## src/rtl/tgp_pkg.sv

```systemverilog
package tgp_pkg;

  typedef enum logic [2:0] {
    RES_NONE          = 3'd0,
    RES_OK            = 3'd1,
    RES_TIMEOUT       = 3'd2,
    RES_LIMIT         = 3'd3,
    RES_ERS_ACT_SEL   = 3'd4,
    RES_ERS_ACT_UNSEL = 3'd5,
    RES_ERS_SUS_SEL   = 3'd6,
    RES_ERS_SUS_UNSEL = 3'd7
  } res_e;

  typedef enum logic [2:0] {
    ST_IDLE,
    ST_RD_A,
    ST_RD_B,
    ST_GAP,
    ST_RC_A,
    ST_RC_B
  } st_e;

  // Erase-status code: base 4, +2 when the mode bit held still, +1 when
  // the sector bit held still.
  function automatic res_e erase_code(input logic mode_moved, input logic sect_moved);
    logic [2:0] c;
    c = 3'd4;
    if (!mode_moved) c = c + 3'd2;
    if (!sect_moved) c = c + 3'd1;
    return res_e'(c);
  endfunction

  // Verdict of a recheck pair.
  function automatic res_e recheck_code(input logic still_moving);
    return still_moving ? RES_TIMEOUT : RES_OK;
  endfunction

endpackage

```

## src/rtl/tgp_rd_port.sv

```systemverilog
module tgp_rd_port #(
  parameter int DW = 8
) (
  input  logic          want,
  input  logic          rd_ack,
  input  logic [DW-1:0] rd_data,
  output logic          rd_req,
  output logic          xfer,
  output logic [DW-1:0] xfer_data
);
  assign rd_req    = want;
  assign xfer      = want & rd_ack;
  assign xfer_data = rd_data;
endmodule

```

## src/rtl/tgp_pair_cmp.sv

```systemverilog
module tgp_pair_cmp #(
  parameter int DW      = 8,
  parameter int TGL_BIT = 6,
  parameter int TMO_BIT = 5,
  parameter int SEC_BIT = 2
) (
  input  logic          clk,
  input  logic          rst_n,
  input  logic          capture,
  input  logic [DW-1:0] data,
  output logic          tgl_moved,
  output logic          sec_moved,
  output logic          tmo_seen
);
  logic tgl_first_q, sec_first_q;
  logic unused_bits;

  always_ff @(posedge clk or negedge rst_n) begin
    if (!rst_n) begin
      tgl_first_q <= 1'b0;
      sec_first_q <= 1'b0;
    end else if (capture) begin
      tgl_first_q <= data[TGL_BIT];
      sec_first_q <= data[SEC_BIT];
    end
  end

  assign tgl_moved   = tgl_first_q ^ data[TGL_BIT];
  assign sec_moved   = sec_first_q ^ data[SEC_BIT];
  assign tmo_seen    = data[TMO_BIT];
  assign unused_bits = ^data;
endmodule

```

## src/rtl/tgp_gap_timer.sv

```systemverilog
module tgp_gap_timer #(
  parameter int GAP_CYCLES = 4
) (
  input  logic clk,
  input  logic rst_n,
  input  logic load,
  input  logic tick,
  output logic expired
);
  generate
    if (GAP_CYCLES == 0) begin : g_nogap
      assign expired = 1'b1;
    end else begin : g_gap
      localparam int GW = $clog2(GAP_CYCLES + 1);
      localparam logic [GW-1:0] RELOAD = GW'(GAP_CYCLES - 1);
      logic [GW-1:0] cnt_q;
      always_ff @(posedge clk or negedge rst_n) begin
        if (!rst_n)                    cnt_q <= '0;
        else if (load)                 cnt_q <= RELOAD;
        else if (tick && cnt_q != '0)  cnt_q <= cnt_q - 1'b1;
      end
      assign expired = (cnt_q == '0);
    end
  endgenerate
endmodule

```

## src/rtl/tgp_poll_ctrl.sv

```systemverilog
module tgp_poll_ctrl #(
  parameter int DW         = 8,
  parameter int TGL_BIT    = 6,
  parameter int TMO_BIT    = 5,
  parameter int SEC_BIT    = 2,
  parameter int MAX_PAIRS  = 256,
  parameter int GAP_CYCLES = 4
) (
  input  logic          clk,
  input  logic          rst_n,
  input  logic          start,
  input  logic          erase_mode,
  output logic          busy,
  output logic          done,
  output logic [2:0]    result,
  output logic          rd_req,
  input  logic          rd_ack,
  input  logic [DW-1:0] rd_data
);
  import tgp_pkg::*;

  localparam int PW = $clog2(MAX_PAIRS + 1);
  localparam logic [PW-1:0] LAST_PAIR = PW'(MAX_PAIRS - 1);
  localparam bit HAS_GAP = (GAP_CYCLES > 0);

  st_e           st_q;
  res_e          res_q;
  logic          done_q;
  logic          ers_q;
  logic [PW-1:0] pairs_q;

  // named internal events
  logic          want;
  logic          xfer;
  logic [DW-1:0] xfer_data;
  logic          first_capture;
  logic          tgl_moved, sec_moved, tmo_seen;
  logic          gap_active, gap_load, gap_expired;
  logic          accept;

  assign want = (st_q == ST_RD_A) || (st_q == ST_RD_B) ||
                (st_q == ST_RC_A) || (st_q == ST_RC_B);
  assign first_capture = xfer && ((st_q == ST_RD_A) || (st_q == ST_RC_A));
  assign gap_active    = (st_q == ST_GAP);
  assign accept        = start && (st_q == ST_IDLE);
  assign gap_load      = xfer && (st_q == ST_RD_B) && !ers_q && tgl_moved &&
                         !tmo_seen && (pairs_q != LAST_PAIR);

  tgp_rd_port #(.DW(DW)) u_port (
    .want(want), .rd_ack(rd_ack), .rd_data(rd_data),
    .rd_req(rd_req), .xfer(xfer), .xfer_data(xfer_data)
  );

  tgp_pair_cmp #(.DW(DW), .TGL_BIT(TGL_BIT), .TMO_BIT(TMO_BIT), .SEC_BIT(SEC_BIT)) u_cmp (
    .clk(clk), .rst_n(rst_n), .capture(first_capture), .data(xfer_data),
    .tgl_moved(tgl_moved), .sec_moved(sec_moved), .tmo_seen(tmo_seen)
  );

  tgp_gap_timer #(.GAP_CYCLES(GAP_CYCLES)) u_gap (
    .clk(clk), .rst_n(rst_n), .load(gap_load), .tick(gap_active),
    .expired(gap_expired)
  );

  always_ff @(posedge clk or negedge rst_n) begin
    if (!rst_n) begin
      st_q    <= ST_IDLE;
      res_q   <= RES_NONE;
      done_q  <= 1'b0;
      ers_q   <= 1'b0;
      pairs_q <= '0;
    end else begin
      done_q <= 1'b0;
      unique case (st_q)
        ST_IDLE: if (accept) begin
          res_q   <= RES_NONE;
          ers_q   <= erase_mode;
          pairs_q <= '0;
          st_q    <= ST_RD_A;
        end
        ST_RD_A: if (xfer) st_q <= ST_RD_B;
        ST_RD_B: if (xfer) begin
          if (ers_q) begin
            res_q  <= erase_code(tgl_moved, sec_moved);
            done_q <= 1'b1;
            st_q   <= ST_IDLE;
          end else if (!tgl_moved) begin
            res_q  <= RES_OK;
            done_q <= 1'b1;
            st_q   <= ST_IDLE;
          end else if (tmo_seen) begin
            st_q <= ST_RC_A;
          end else if (pairs_q == LAST_PAIR) begin
            res_q  <= RES_LIMIT;
            done_q <= 1'b1;
            st_q   <= ST_IDLE;
          end else begin
            pairs_q <= pairs_q + 1'b1;
            st_q    <= HAS_GAP ? ST_GAP : ST_RD_A;
          end
        end
        ST_GAP:  if (gap_expired) st_q <= ST_RD_A;
        ST_RC_A: if (xfer) st_q <= ST_RC_B;
        ST_RC_B: if (xfer) begin
          res_q  <= recheck_code(tgl_moved);
          done_q <= 1'b1;
          st_q   <= ST_IDLE;
        end
        default: st_q <= ST_IDLE;
      endcase
    end
  end

  assign busy   = (st_q != ST_IDLE);
  assign done   = done_q;
  assign result = res_q;
endmodule

```

## config.mk

```make
export PLATFORM = sky130hd
export DESIGN_NAME = tgp_poll_ctrl
export DESIGN_NICKNAME = d
export VERILOG_FILES = /design/src/rtl/tgp_pkg.sv /design/src/rtl/tgp_rd_port.sv /design/src/rtl/tgp_pair_cmp.sv /design/src/rtl/tgp_gap_timer.sv /design/src/rtl/tgp_poll_ctrl.sv
export SDC_FILE = /design/constraint.sdc
export NUM_CORES = 1
export LEC_CHECK = 0
export ABC_AREA = 1
export BUFFER_PORTS_ARGS = -buffer_cell sky130_fd_sc_hd__buf_2
export CAP_MARGIN = 10
export CORE_ASPECT_RATIO = 1.25
export CORE_MARGIN = 2
export CORE_UTILIZATION = 52
export CTS_CLUSTER_SIZE = 14
export DETAILED_ROUTE_END_ITERATION = 8
export PLACE_DENSITY = 0.86
export SLEW_MARGIN = 20
export SYNTH_ARGS = -nofsm -noshare
export SYNTH_HDL_FRONTEND = slang
export SYNTH_HIERARCHICAL = 1
export SYNTH_SLANG_ARGS = --single-unit
```

## constraint.sdc

```tcl
create_clock -name clk -period 1.93 [get_ports clk]
set_clock_uncertainty 0.2 [all_clocks]
set_input_delay 0.386 -clock clk [delete_from_list [all_inputs] [get_ports clk]]
set_output_delay 0.386 -clock clk [all_outputs]
set_load 0.01 [all_outputs]
```

==> metrics.sh, run 1 <==
MAX_SLEW_MARGIN=0.6711
POST_ROUTE_CELLS_DRIVE_ABOVE_1_SHARE=0.4400
TIMING_WORST_SLEW_PIN_VALUE_NS=0.4933
DRT_WL_TOTAL_MM=4.451
POSTLAYOUTSETUPSLACKWORST_NS=-0.08173
PORT_BUFFERS=13
IO_PINS=19
HOLD_CRIT_START='rd_data[2]'
MAXCLOCKFREQUENCY_GHz=0.4971
MAX_CAP_VIOLATIONS=0
MULTI_INPUT_AREA_UM2=929.6
DESIGN.CORE.AREA_MM2=0.002918
PATH_MAX_FANOUT=6
SETUP.WORST_PATH.END_CLASS='flop'
FINISH.NET_COUNT=296
DETAIL_ROUTE.DRC_VIOLATIONS=0
AREA.GROWTH.SYNTH_TO_FINAL_PCT=34.98
FINAL_UTIL=0.7363
WORST_HOLD_PATH_TYPE='in2reg'
WORST_HOLD_PATH.NUM_CELLS=3
RR_STARTPOINT='st_q[0]'
DIE-HEIGHT_UM=65.86
CRITPATHMOSTFREQUENTCELL='sky130_fd_sc_hd__nand2_2'
CELLPOWERDENSITY_mW_PER_MM2=1361
CRIT_PATH_DAT_NS=2.04
NET-SWITCHING-POWER_mW=1.372
MAPPEDNETLISTAREA_MM2=0.001592
FIN_TOTAL_PWR_mW=2.924
SORT_OF_ELEMENT_AT_THE_START_OF_THE_CRITICAL_PATH='flop'
YS_WARN_COUNT=6
CTS_ROOT_BUFFER='sky130_fd_sc_hd__clkbuf_4'
NUM-FILL-CELLS=211
FIRST_GLOBAL_VIAS=1542
CLK_PIN_SLEW_NS=0.11
TIMING_HOLD_VIOLATIONS_FINAL=0
CLOCK_SINKS=22
CPLARGESTDELAYFAMILY='simple AND/OR/NAND/NOR gates'
WORSTPATHCELLLIST='nor2_4 -> nand2_2 -> nand2_2 -> inv_2 -> nand3_2 -> nand2_2 -> inv_4 -> nand3_2 -> buf_6 -> nor3_4 -> inv_2 -> nand3_1 -> nand2_1'
PERIOD_NEEDED_NS=2.012
PLACED_CELLS=288
FINAL.PERIOD_UTILIZATION=1.042
SYNTHCELLS=220
P_CLK_FRAC=0.073
GRT_REMAINING_OVERFLOW=0
LEVELS_ON_CRIT_PATH=13
POWER_FRAC_SEQ=0.237
POSTPLACECELLAREA_MM2=0.001841
DIODES=0
SYN_AVG_CELL_AREA_UM2=7.234
NUMCTSBUFFERS=3
HOLD_PATH_END='u_cmp/sec_first_q'
PLACE.GP.CONGESTION=0.8596
TIMING.REG2REG.SETUP_SLACK_NS=-0.08
ANT_NETS=0
DIE-WIDTH_UM=53.48
ROWS=22
WORSTSKEWPAIRLATENCY_NS=0.32
GLOBAL_ROUTE_WIRE_LENGTH_BEFORE_REPAIR_MM=6.292
INITIAL_CORE_UTILIZATION=0.5455
HPWLAFTERDP_MM=2.521
TIMING.SETUP.TNS_NS=-1.055
INTERNAL_POWER_mW=1.552
R2R_END='u_gap/g_gap.cnt_q[2]'
STATUS='finished with violations'
GRT_START_MAX_NET_PINS=23
DRT_PASS1_ITERATIONS=4
CLOCKBUFFERDEPTH=2
FAILED_CHECKS='negative setup slack'
SLOWEST_DELAY_NS=0.49
LAYOUT.CELL_AREA.NON_FILLER_MM2=0.002148
CRIT_BUF_INV=4
DRTITER0DRC=42
GRT_USAGE=0.2458
FIN_WORST_HOLD_SLACK_NS=0.09957
ROUTE.DETAILED.VIAS_PER_INST=5.170
VIA_COUNT=1608
PLACEMENT.SETUP.WORST_SLACK_NS=-0.1156
POWER_FRAC_COMB=0.690
FINAL_CELLS=311
SYN_NETS=239
P_SW_FRAC=0.4692
MAXSLEWVIOLCOUNT=0
POWER.STATIC_LEAKAGE_nW=1.188
GRT_ANTENNA_BEFORE_REPAIR=0
VDD_DROP_MAX_V=0.0009538
CLOCK_TREE_FROM_TRITONCTS='built'
FF_LATCH_AREA_UM2=554.3
RR_WORST_DEPTH=13
DIE_AREA_MM2=0.003522
CRIT_TYPE='reg2reg'
TIMING.FINAL.SETUP_VIOLATIONS=18
CPMAXSTAGEDELAYCELL='sky130_fd_sc_hd__dfrtp_2'
GRT_SETUP_UNREPAIRED='true'
HTREEDEPTH=1
ROUTED_WIRE_LENGTH_PER_INSTANCE_UM=14.31
CRIT_REQUIRED_NS=1.95
cell type report:
cell class | count | area share
Sequential cell | 22 | 0.2580
Multi-Input combinational cell | 152 | 0.4327
Clock buffer | 3 | 0.01048
Tap cell | 36 | 0.02097
Timing Repair Buffer | 60 | 0.2091
Inverter | 38 | 0.06872
timing repair:
item,CTS,global route
setup endpoints to repair,17,21
gates cloned,0,0
hold buffers,1,0
endpoints found under the hold margin,22,0
pin swaps,11,13
buffers inserted,10,10
resized for setup,26,16
tightest hold or removal path, cell delays in order:
cell and delay, ns:
sky130_fd_sc_hd__buf_2 0.10, sky130_fd_sc_hd__nand2_1 0.05, sky130_fd_sc_hd__nand2_1 0.06
power groups by stage:
stage / combinational (mW) / sequential (mW) / clock, mW
6_report: 2.02 / 0.692 / 0.214
5_1_grt: 2.18 / 0.702 / 0.239
4_1_cts: 1.73 / 0.680 / 0.221
3_5_place_dp: 1.44 / 0.685 / 0
3_3_place_gp: 1.40 / 0.681 / 0
2_1_floorplan: 1.05 / 0.665 / 0
cell usage in the layout (no fill, tap or decap), types with 4 or more instances in the layout:
cell type	count
sky130_fd_sc_hd__inv_2	7
sky130_fd_sc_hd__dfrtp_1	19
sky130_fd_sc_hd__nor2_1	13
sky130_fd_sc_hd__o21ai_2	5
sky130_fd_sc_hd__ha_1	4
sky130_fd_sc_hd__inv_1	29
sky130_fd_sc_hd__nand3_2	8
sky130_fd_sc_hd__nand2_1	61
sky130_fd_sc_hd__nand2_2	16
sky130_fd_sc_hd__nand3_1	13
sky130_fd_sc_hd__buf_2	12
sky130_fd_sc_hd__buf_4	40
sky130_fd_sc_hd__buf_6	7
sky130_fd_sc_hd__nor2_4	6
sky130_fd_sc_hd__nand4_1	6
metal layers:
layer  track usage  vias to the layer above  wire, µm
met5             0                        -         0
met4        0.1635                        0       187
met3       0.02941                       19       131
met2        0.4352                       49      2541
met1        0.2632                      751      1591
li1              -                      789         -
sequential cells by signal, indices dropped and copies added (netlist names):
signal	flops
ers_q	1
pairs_q	9
done	1
st_q	3
u_gap/g_gap.cnt_q	3
u_cmp/sec_first_q	1
result	3
u_cmp/tgl_first_q	1
worst max path at each step:
stage	from	to	slack [ns]
after floorplan	pairs_q[0]	pairs_q[4]	0.001
after global placement	pairs_q[0]	pairs_q[3]	-0.07
after detailed placement	pairs_q[0]	pairs_q[3]	-0.12
after CTS	st_q[1]	pairs_q[8]	0.007
after global routing	st_q[0]	u_gap/g_gap.cnt_q[2]	-0.19
final	st_q[0]	u_gap/g_gap.cnt_q[2]	-0.08
Note: power is estimated with default switching activity, not from simulation.
==> run 2, diff against run 1 <==
--- a/config.mk
+++ b/config.mk
@@ -5,12 +5,12 @@
 export SDC_FILE = /design/constraint.sdc
 export NUM_CORES = 1
 export LEC_CHECK = 0
-export ABC_AREA = 1
+export ABC_AREA = 0
 export BUFFER_PORTS_ARGS = -buffer_cell sky130_fd_sc_hd__buf_2
 export CAP_MARGIN = 10
 export CORE_ASPECT_RATIO = 1.25
 export CORE_MARGIN = 2
-export CORE_UTILIZATION = 52
+export CORE_UTILIZATION = 51
 export CTS_CLUSTER_SIZE = 14
 export DETAILED_ROUTE_END_ITERATION = 8
 export PLACE_DENSITY = 0.86
==> metrics.sh, run 2 <==
TIMING.SETUP.TNS_NS=-5.727
PATH_MAX_FANOUT=3
DETAIL_ROUTE.DRC_VIOLATIONS=0
WORST_HOLD_PATH_TYPE='in2reg'
IO_PINS=19
LAYOUT.CELL_AREA.NON_FILLER_MM2=0.002200
HOLD_CRIT_START='erase_mode'
ROWS=21
POSTLAYOUTSETUPSLACKWORST_NS=-0.4776
YS_WARN_COUNT=6
GLOBAL_ROUTE_WIRE_LENGTH_BEFORE_REPAIR_MM=7.383
P_CLK_FRAC=0.073
HPWLAFTERDP_MM=2.343
DRT_PASS1_ITERATIONS=5
P_SW_FRAC=0.4309
CLOCKBUFFERDEPTH=2
MAXSLEWVIOLCOUNT=0
RR_WORST_DEPTH=8
ANT_NETS=0
MAX_FLOP_REGISTER='pairs_q'
LARGEST_REGISTER_FFS=9
DESIGN.CORE.AREA_MM2=0.002628
CLOCK_SINKS=22
SORT_OF_ELEMENT_AT_THE_START_OF_THE_CRITICAL_PATH='flop'
NUM-FILL-CELLS=125
GRT_ANTENNA_BEFORE_REPAIR=0
SYNTHCELLS=148
POWER_FRAC_COMB=0.695
TIMING.FINAL.SETUP_VIOLATIONS=23
SETUP.WORST_PATH.END_CLASS='flop'
TIMING_HOLD_VIOLATIONS_FINAL=0
CRIT_PATH_DAT_NS=2.41
CLOCK_TREE_FROM_TRITONCTS='built'
CTS_ROOT_BUFFER='sky130_fd_sc_hd__clkbuf_4'
WORSTSKEWPAIRLATENCY_NS=0.33
HTREEDEPTH=1
STATUS='finished with violations'
FIRST_GLOBAL_VIAS=1492
R2R_END='result[0]'
VDD_DROP_MAX_V=0.0009579
WORST_HOLD_PATH.NUM_CELLS=3
POST_ROUTE_CELLS_DRIVE_ABOVE_1_SHARE=0.5660
POWER_FRAC_SEQ=0.231
GRT_SETUP_UNREPAIRED='true'
PERIOD_NEEDED_NS=2.408
GRT_USAGE=0.3133
DIODES=0
CLK_PIN_SLEW_NS=0.13
INTERNAL_POWER_mW=1.718
DIE-HEIGHT_UM=62.21
NET-SWITCHING-POWER_mW=1.301
DRT_WL_TOTAL_MM=5.730
CELLPOWERDENSITY_mW_PER_MM2=1372
TIMING.REG2REG.SETUP_SLACK_NS=-0.48
TIMING_WORST_SLEW_PIN_VALUE_NS=0.5250
FAILED_CHECKS='negative setup slack'
LAYOUT.CELLS.MOST_COMMON_LIST='sky130_fd_sc_hd__buf_4, sky130_fd_sc_hd__dfrtp_1, sky130_fd_sc_hd__buf_2'
POWER.STATIC_LEAKAGE_nW=1.057
LEADING_CELL_TYPE_IN_THE_LAYOUT_FILL_AND_TAPS_EXCLUDED='sky130_fd_sc_hd__buf_4'
FINISH.NET_COUNT=233
NUMCTSBUFFERS=3
PLACE.GP.CONGESTION=0.8092
CRIT_REQUIRED_NS=1.94
ROUTE.DETAILED.VIAS_PER_INST=6.366
MAPPEDNETLISTAREA_MM2=0.001383
GRT_REMAINING_OVERFLOW=0
AREA.GROWTH.SYNTH_TO_FINAL_PCT=59.10
HOLD_PATH_END='ers_q'
SYN_NETS=167
RR_STARTPOINT='pairs_q[1]'
DRTITER0DRC=115
MAX_SLEW_MARGIN=0.6500
PORT_BUFFERS=13
INITIAL_CORE_UTILIZATION=0.5262
VIA_COUNT=1566
GRT_START_MAX_NET_PINS=23
FIN_TOTAL_PWR_mW=3.019
DIE-WIDTH_UM=50.57
MAXCLOCKFREQUENCY_GHz=0.4154
POSTPLACECELLAREA_MM2=0.001660
CRIT_TYPE='reg2reg'
MAX_CAP_VIOLATIONS=0
FINAL.PERIOD_UTILIZATION=1.247
SYN_AVG_CELL_AREA_UM2=9.342
ROUTED_WIRE_LENGTH_PER_INSTANCE_UM=23.29
DIE_AREA_MM2=0.003146
-- run 2: worst max-delay path, cell delays in order, from the launching register on --
cell and delay (ns):
sky130_fd_sc_hd__dfrtp_1 0.41, sky130_fd_sc_hd__ha_2 0.23, sky130_fd_sc_hd__nand3_4 0.09, sky130_fd_sc_hd__nor3_4 0.30
sky130_fd_sc_hd__ha_2 0.25, sky130_fd_sc_hd__inv_2 0.03, sky130_fd_sc_hd__o211ai_1 0.19, sky130_fd_sc_hd__a22o_2 0.26
sky130_fd_sc_hd__mux2_4 0.32
-- run 2: power by group through the flow --
stage / clock, mW / combinational, mW / sequential [mW]
after floorplan: 0 / 0.954 / 0.688
after global placement: 0 / 1.23 / 0.678
after detailed placement: 0 / 1.31 / 0.688
after CTS: 0.210 / 1.65 / 0.680
after global routing: 0.229 / 2.19 / 0.706
final: 0.222 / 2.10 / 0.698
-- run 2: metrics by stage --
| stage | hold slack, ns | std cells | utilization | worst slack (ns) |
|---|---|---|---|---|
| 3_5_place_dp | 0.1745 | 211 | 0.6319 | -0.3419 |
| 4_1_cts | 0.09014 | 230 | 0.7514 | -0.2747 |
| 6_report | 0.1267 | 246 | 0.8371 | -0.4776 |
| 5_1_grt | 0.1153 | 246 | 0.8371 | -0.5556 |
| 2_1_floorplan | -0.1096 | 148 | - | -0.2934 |
| 3_3_place_gp | 0.1672 | 211 | 0.6319 | -0.2183 |
-- run 2: per-layer routing --
layer,global-route usage,share of wire,vias to the layer above,wire length (µm)
li1,-,-,649,-
met1,0.3589,0.35,742,1995
met2,0.5428,0.50,130,2864
met3,0.04087,0.080,45,458
met4,0.1858,0.072,0,412
met5,0,0,-,0
-- run 2: timing repair --
action	in CTS	in global routing
cloned	0	1
endpoints found under the setup margin	21	22
pin swaps	11	19
resized for setup	41	26
buffers inserted	17	19
hold buffers	1	0
endpoints found under the hold margin	22	0
-- run 2: layout make-up --
class | count | area, µm² | area share
Clock buffer | 3 | 22.52 | 0.01024
Inverter | 11 | 43.79 | 0.01991
Multi-Input combinational cell | 104 | 974.7 | 0.4431
Sequential cell | 22 | 550.5 | 0.2503
Tap cell | 34 | 42.54 | 0.01934
Timing Repair Buffer | 72 | 565.5 | 0.2571
-- run 2: how the worst max path moves through the flow --
| stage | start | to | cells past startpoint |
|---|---|---|---|
| 6_report | pairs_q[1] | result[0] | 8 |
| 5_1_grt | pairs_q[1] | result[2] | 8 |
| 4_1_cts | pairs_q[0] | result[0] | 8 |
| 3_5_place_dp | pairs_q[0] | pairs_q[6] | 8 |
| 3_3_place_gp | pairs_q[0] | pairs_q[6] | 8 |
| 2_1_floorplan | st_q[1] | u_gap/g_gap.cnt_q[2] | 10 |
